## src/rtl/disp_pkg.sv

```systemverilog
package disp_pkg;

    localparam int NIB_W = 4;
    localparam int SEG_W = 7;
    localparam logic [SEG_W-1:0] SEG_DARK = '1;

    // Active-low glyph, bit 0 = segment a ... bit 6 = segment g
    function automatic logic [SEG_W-1:0] glyph_n(input logic [NIB_W-1:0] val);
        logic [SEG_W-1:0] lit;
        unique case (val)
            4'h0: lit = 7'h3F;
            4'h1: lit = 7'h06;
            4'h2: lit = 7'h5B;
            4'h3: lit = 7'h4F;
            4'h4: lit = 7'h66;
            4'h5: lit = 7'h6D;
            4'h6: lit = 7'h7D;
            4'h7: lit = 7'h07;
            4'h8: lit = 7'h7F;
            4'h9: lit = 7'h6F;
            4'hA: lit = 7'h77;
            4'hB: lit = 7'h7C;
            4'hC: lit = 7'h39;
            4'hD: lit = 7'h5E;
            4'hE: lit = 7'h79;
            default: lit = 7'h71;
        endcase
        return ~lit;
    endfunction

endpackage

```

## src/rtl/rb_cell.sv

```systemverilog
// One link of a zero-suppression chain.
module rb_cell (
    input  logic zero_i,    // digit value is zero
    input  logic allow_i,   // this position may be blanked by this chain
    input  logic rbi_n_i,   // chain input, active low
    output logic blank_o,
    output logic rbo_n_o    // chain output, active low
);
    always_comb begin
        blank_o = zero_i && allow_i && !rbi_n_i;
        rbo_n_o = !blank_o;
    end
endmodule

```

## src/rtl/seg_glyph.sv

```systemverilog
module seg_glyph
    import disp_pkg::*;
(
    input  logic [NIB_W-1:0] val_i,
    input  logic             blank_i,
    output logic [SEG_W-1:0] seg_n_o
);
    always_comb begin
        seg_n_o = blank_i ? SEG_DARK : glyph_n(val_i);
    end
endmodule

```

## src/rtl/disp_rb_decoder.sv

```systemverilog
module disp_rb_decoder
    import disp_pkg::*;
#(
    parameter int DIGITS = 4
) (
    input  logic                      clk,
    input  logic                      rst,
    input  logic [DIGITS*NIB_W-1:0]   digits_i,
    input  logic [$clog2(DIGITS)-1:0] point_pos_i,
    input  logic                      trail_mode_i,
    output logic [DIGITS*SEG_W-1:0]   seg_n_o,
    output logic [DIGITS-1:0]         lead_rbo_n_o,
    output logic [DIGITS-1:0]         trail_rbo_n_o
);
    localparam int PW   = $clog2(DIGITS);
    localparam int TOPI = DIGITS - 1;

    logic [DIGITS-1:0]       lead_rbi_n, lead_rbo_n, lead_blank;
    logic [DIGITS-1:0]       trail_rbi_n, trail_rbo_n, trail_blank;
    logic [DIGITS*SEG_W-1:0] seg_n_c;

    for (genvar i = 0; i < DIGITS; i++) begin : g_digit
        logic [NIB_W-1:0] val;
        logic             is_zero;
        logic             lead_ok;
        logic             trail_ok;

        assign val      = digits_i[i*NIB_W +: NIB_W];
        assign is_zero  = (val == '0);
        assign lead_ok  = (PW'(i) > point_pos_i);
        assign trail_ok = (PW'(i) < point_pos_i);

        if (i == TOPI) begin : g_lead_head
            assign lead_rbi_n[i] = 1'b0;
        end else begin : g_lead_link
            assign lead_rbi_n[i] = lead_rbo_n[i+1];
        end

        if (i == 0) begin : g_trail_head
            assign trail_rbi_n[i] = !trail_mode_i;
        end else begin : g_trail_link
            assign trail_rbi_n[i] = trail_rbo_n[i-1];
        end

        rb_cell u_lead (
            .zero_i  (is_zero),
            .allow_i (lead_ok),
            .rbi_n_i (lead_rbi_n[i]),
            .blank_o (lead_blank[i]),
            .rbo_n_o (lead_rbo_n[i])
        );

        rb_cell u_trail (
            .zero_i  (is_zero),
            .allow_i (trail_ok),
            .rbi_n_i (trail_rbi_n[i]),
            .blank_o (trail_blank[i]),
            .rbo_n_o (trail_rbo_n[i])
        );

        seg_glyph u_glyph (
            .val_i   (val),
            .blank_i (lead_blank[i] || trail_blank[i]),
            .seg_n_o (seg_n_c[i*SEG_W +: SEG_W])
        );
    end

    always_ff @(posedge clk) begin
        if (rst) begin
            seg_n_o       <= '1;
            lead_rbo_n_o  <= '1;
            trail_rbo_n_o <= '1;
        end else begin
            seg_n_o       <= seg_n_c;
            lead_rbo_n_o  <= lead_rbo_n;
            trail_rbo_n_o <= trail_rbo_n;
        end
    end

endmodule

```

## config.mk

```make
export PLATFORM = sky130hd
export DESIGN_NAME = disp_rb_decoder
export DESIGN_NICKNAME = d
export VERILOG_FILES = /design/src/rtl/disp_pkg.sv /design/src/rtl/rb_cell.sv /design/src/rtl/seg_glyph.sv /design/src/rtl/disp_rb_decoder.sv
export SDC_FILE = /design/constraint.sdc
export NUM_CORES = 1
export LEC_CHECK = 0
export BUFFER_PORTS_ARGS = -buffer_cell sky130_fd_sc_hd__buf_4
export CORE_MARGIN = 2
export CORE_UTILIZATION = 55
export CTS_CLUSTER_DIAMETER = 40
export DETAILED_ROUTE_END_ITERATION = 12
export GPL_ROUTABILITY_DRIVEN = 0
export GPL_TIMING_DRIVEN = 0
export PLACE_DENSITY = 0.84
export SETUP_SLACK_MARGIN = 0.05
export SLEW_MARGIN = 20
export SYNTH_ARGS = -nofsm -noshare
export SYNTH_HDL_FRONTEND = slang
export SYNTH_SLANG_ARGS = --single-unit
export TNS_END_PERCENT = 5
```

## constraint.sdc

```tcl
create_clock -name clk -period 3.1 [get_ports clk]
set_input_delay 0.155 -clock clk [delete_from_list [all_inputs] [get_ports clk]]
set_output_delay 0.155 -clock clk [all_outputs]
set_load 0.03 [all_outputs]
```

== After elaboration in Yosys (flattened, before gate mapping) ==
Memories as Yosys holds them, arrays and structs flattened.
Index checks and enable logic that the tools add are counted.
Widths: inputs -> output; s select.

* Register bits: 36
* ROM bits: 448
* Input port bits: 21
* Memories: 4

{| class="wikitable"
|+ Memories
! name !! depth !! width !! read ports !! clocked after memory_dff !! wr ports !! line !! source
|-
| (no name shown) || 16 || 7 || 1 || 0 || 0 || disp_pkg.sv:10 || <nowiki>unique case (val)</nowiki>
|-
| (no name shown) || 16 || 7 || 1 || 0 || 0 || disp_pkg.sv:10 ||
|-
| (no name shown) || 16 || 7 || 1 || 0 || 0 || disp_pkg.sv:10 ||
|-
| (no name shown) || 16 || 7 || 1 || 0 || 0 || disp_pkg.sv:10 ||
|}

* Order comparisons: 8
* Bitwise operators: 4
* Reductions and logical operators: 35

{| class="wikitable"
|+ Operator list
! cell !! number
|-
| $not 7->7 || 4
|-
| $logic_not 4->1 || 4
|-
| $logic_and 1x1->1 || 15
|-
| $logic_not 1->1 || 8
|-
| $reduce_or 2->1 || 4
|-
| $gt 1x2->1 const A || 2
|-
| $gt 2x2->1 const A || 2
|-
| $logic_or 1x1->1 || 4
|-
| $lt 1x2->1 const A || 2
|-
| $lt 2x2->1 const A || 2
|}

== Logic depth before layout (Yosys ltp) ==
* Depth after elaboration: 8
* Depth in mapped cells: 5
* Gate-level depth less buffers: 5

== Modules after synthesis ==
A second synthesis with hierarchy kept.

* Cell total of the unflattened synthesis: 238
* Area, all modules: 2,239.6 um^2

{| class="wikitable"
|+ Modules (own cells, without submodules)
! module !! times used !! cells an instance !! area each (um^2) !! sequential area each (um^2)
|-
| disp_rb_decoder || 1 || 90 || 1,061.0 || 720.7
|-
| seg_glyph (g_digit[0].u_glyph ...) || 3 || 33 || 261.5 || 0.0
|-
| seg_glyph (g_digit[3].u_glyph) || 1 || 33 || 264.0 || 0.0
|-
| rb_cell || 8 || 2 || 16.3 || 0.0
|}

== Worst setup path before layout ==
Ideal clock, no wire load.

* Path kind: input -> register
* From: in digits_i[12]
* To: reg lead_rbo_n_o[1]
* Setup time: 134 ps
* Data arrival time: 1,240 ps
* Required time: 2,966 ps
* Path slack: 1,726 ps
* Stages: 5
* Cell sequence: inv_1 ha_1 nor4b_4 nand2_1 or4b_1

* Word-level cells in the longest chain between the ends: 5

{| class="wikitable"
|+ Ends and longest elaborated chain
! item !! line !! source
|-
| start, declared || disp_rb_decoder.sv:8 || <nowiki>input logic [DIGITS*NIB_W-1:0] digits_i,</nowiki>
|-
| $logic_not 4->1 || disp_rb_decoder.sv:29 || <nowiki>assign is_zero = (val == '0);</nowiki>
|-
| $logic_and 1x1->1 (3 in series) || rb_cell.sv:10 || <nowiki>blank_o = zero_i && allow_i && !rbi_n_i;</nowiki>
|-
| $logic_not 1->1 || rb_cell.sv:11 || <nowiki>rbo_n_o = !blank_o;</nowiki>
|-
| end signal, assigned || disp_rb_decoder.sv:75 || <nowiki>lead_rbo_n_o <= lead_rbo_n;</nowiki>
|-
| end, declared || disp_rb_decoder.sv:12 || <nowiki>output logic [DIGITS-1:0] lead_rbo_n_o,</nowiki>
|}

No other way between the ends.
A chain may end at the register's enable or synchronous reset.

== Worst setup path in the final report ==
* From: in digits_i[0]
* To: reg seg_n_o[7]

* Word-level cells in the longest chain between the ends: 6

{| class="wikitable"
|+ Ends and longest elaborated chain
! item !! line !! source
|-
| $logic_not 4->1 || disp_rb_decoder.sv:29 ||
|-
| $logic_and 1x1->1 (3 in series) || rb_cell.sv:10 ||
|-
| $logic_or 1x1->1 || disp_rb_decoder.sv:63 || <nowiki>.blank_i (lead_blank[i] || trail_blank[i]),</nowiki>
|-
| $reduce_or 2->1 (no line) || - ||
|-
| end signal, assigned || disp_rb_decoder.sv:74 || <nowiki>seg_n_o <= seg_n_c;</nowiki>
|-
| end, declared || disp_rb_decoder.sv:11 || <nowiki>output logic [DIGITS*SEG_W-1:0] seg_n_o,</nowiki>
|}

No other way between the ends.

==> impl_metrics.tcl <==
set metrics [dict create \
    final_cells 312 \
    status "finished, final reports clean" \
    min_path_type "input port to register" \
    finalSetupViolations 0 \
    postCtsSetupBuffers 0 \
    drt_iter0_drc 107 \
    rsz0062_at_grt "no" \
    n_antenna_cell 0 \
    dp_hpwl_um 2880 \
    path_class "input port to register" \
    coreArea_um2 3340 \
    synth_top_cells_by_area "dfxtp_1 35%, ha_1 13%, o311ai_0 4.1%" \
    clockRootBuffer "clkbuf_4" \
    crit_arrival_ns 1.50 \
    worst_setup_path_end_kind "register" \
    synth.distinct_cells 44 \
    drc 0 \
    io_buffers 52 \
    htreeDepth 2 \
    cts_tree "done" \
    dieHeight_um 63.1 \
    slew_headroom_pct 60.9 \
    critPathLaunchType "input port" \
    antenna_found_initial 0 \
    tightest_slew_ns 0.586 \
    power.density_nw_per_um2 396 \
    final_cell_mix "54 x buf_4, 34 x dfxtp_1, 20 x ha_1, 13 x inv_1" \
    grt_max_degree 11 \
    numCtsBuffers 5 \
    finalSetupTns_ns 0 \
    slew_violations 0 \
    routed_wl_um 3710 \
    ys_ff_latch 34 \
    fin_nets 307 \
    max-vdd-ir-drop_v 0.000189 \
    cts_hold_buf 0 \
    hold_viol 0 \
    drtAntennaViolNets 0 \
    area_growth_pct 25.8 \
    avgSynthCellArea_um2 9.34 \
    p_leak_nw 1.07 \
    async_reset_ff_share_pct 0 \
    cts.clk_slew.worst_paths_ns 0.08 \
    syn-instance-count 206 \
    die_area_um2 3990 \
    grt_pass1_wl_um 6380 \
    max_freq_mhz 760 \
    dp_cells 305 \
    yosys.area.top_type "dfxtp_1" \
    final_common_cell "buf_4" \
    drv_cap 0 \
    die-width_um 63.1 \
    min_period_over_period_pct 42.4 \
    cts_buffer_depth 2 \
    drive_above_1_share_pct 28.9 \
    syn-cell-area_um2 1920 \
    drtPass1Iterations 5 \
    grt_use_total_pct 20.0 \
    ios 57 \
    synth_top_flop_cell "dfxtp_1" \
    rows 21 \
    overflow 0 \
    worstPathMaxFanout 7 \
    start_util_pct 57.6 \
    fin_crit_ns 1.32 \
    cts_resized 0 \
    synth-edff-count 0 \
    ys_warn_count 0 \
    ys_seq_area_share_pct 35.4 \
    tritoncts_num_sinks 34 \
    synth_top_area_share_pct 35.4 \
    grt_pass1_vias 1470 \
    routed-via-count 1660 \
    cp_data_required_time_ns 3.28 \
    avgViaCountPerCell 5.32 \
    wl_per_cell_um 11.9 \
]
[sequential cells by signal, indices dropped and copies added, names as in the netlist]
signal and flops:
seg_n_o 28, lead_rbo_n_o 3, trail_rbo_n_o 3
[final timing paths]
kind | start | end | slack, ns | depth (start not counted)
hold / removal | point_pos_i[0] | lead_rbo_n_o[1] | 0.06 | 2
setup / recovery | digits_i[0] | seg_n_o[7] | 1.78 | 6
[layout make-up]
type,count,area (um2)
Inverter,13,48.8
Timing Repair Buffer,52,390
Clock buffer,7,45.0
Sequential cell,34,681
Buffer,12,55.1
Fill cell,264,917
Tap cell,46,57.6
Multi-Input combinational cell,148,1140
[Yosys cell counts (7+ instances only)]
library cell and instances:
o211ai_1 7, nand3_1 12, ha_1 20, dfxtp_1 34, nand4_1 8, nand2_1 12
nor2_1 10, nand3b_1 7, o311ai_0 9, nor2b_1 10, inv_1 13, clkbuf_1 7
[stage by stage]
step                      hold WS [ns]  setup slack, ns  area (um2)  power (mW)  utilization [%]
after floorplan                  0.261             1.73        1930       0.657                -
after global placement           0.382             1.47        2370       0.749             71.2
after detailed placement         0.402             1.44        2370       0.755             71.2
after CTS                       0.0576             1.79        2420       0.965             72.5
after global routing            0.0596             1.71        2420        1.01             72.5
final                           0.0617             1.78        2420       0.957             72.5
[per-layer routing]
| metal | wire (um) | global-route usage (%) | vias up |
|---|---|---|---|
| met5 | 0 | 0 | - |
| met4 | 70 | 11.1 | 0 |
| met3 | 229 | 3.75 | 7 |
| met2 | 1740 | 32.2 | 57 |
| met1 | 1670 | 25.2 | 740 |
| li1 | - | - | 856 |
[worst max-delay path, cell delays in order]
cell and delay, ns:
buf_4 0.10, inv_1 0.08, ha_1 0.25, and4bb_2 0.30, a21oi_1 0.43, o2111ai_1 0.18
[logic make-up after synthesis]
kind of cell	synth area share, %
compound gates	14.1
fa+ha+maj	13.0
buf+inv	5.40
flops	35.4
mux	6.25
other cells	0.195
simple gates	25.7
[where the power goes]
group	internal (mW)	switching, mW
clock	0.0853	0.127
sequential	0.467	0.00757
combinational	0.112	0.158
Power figures use the tool's default switching activity.
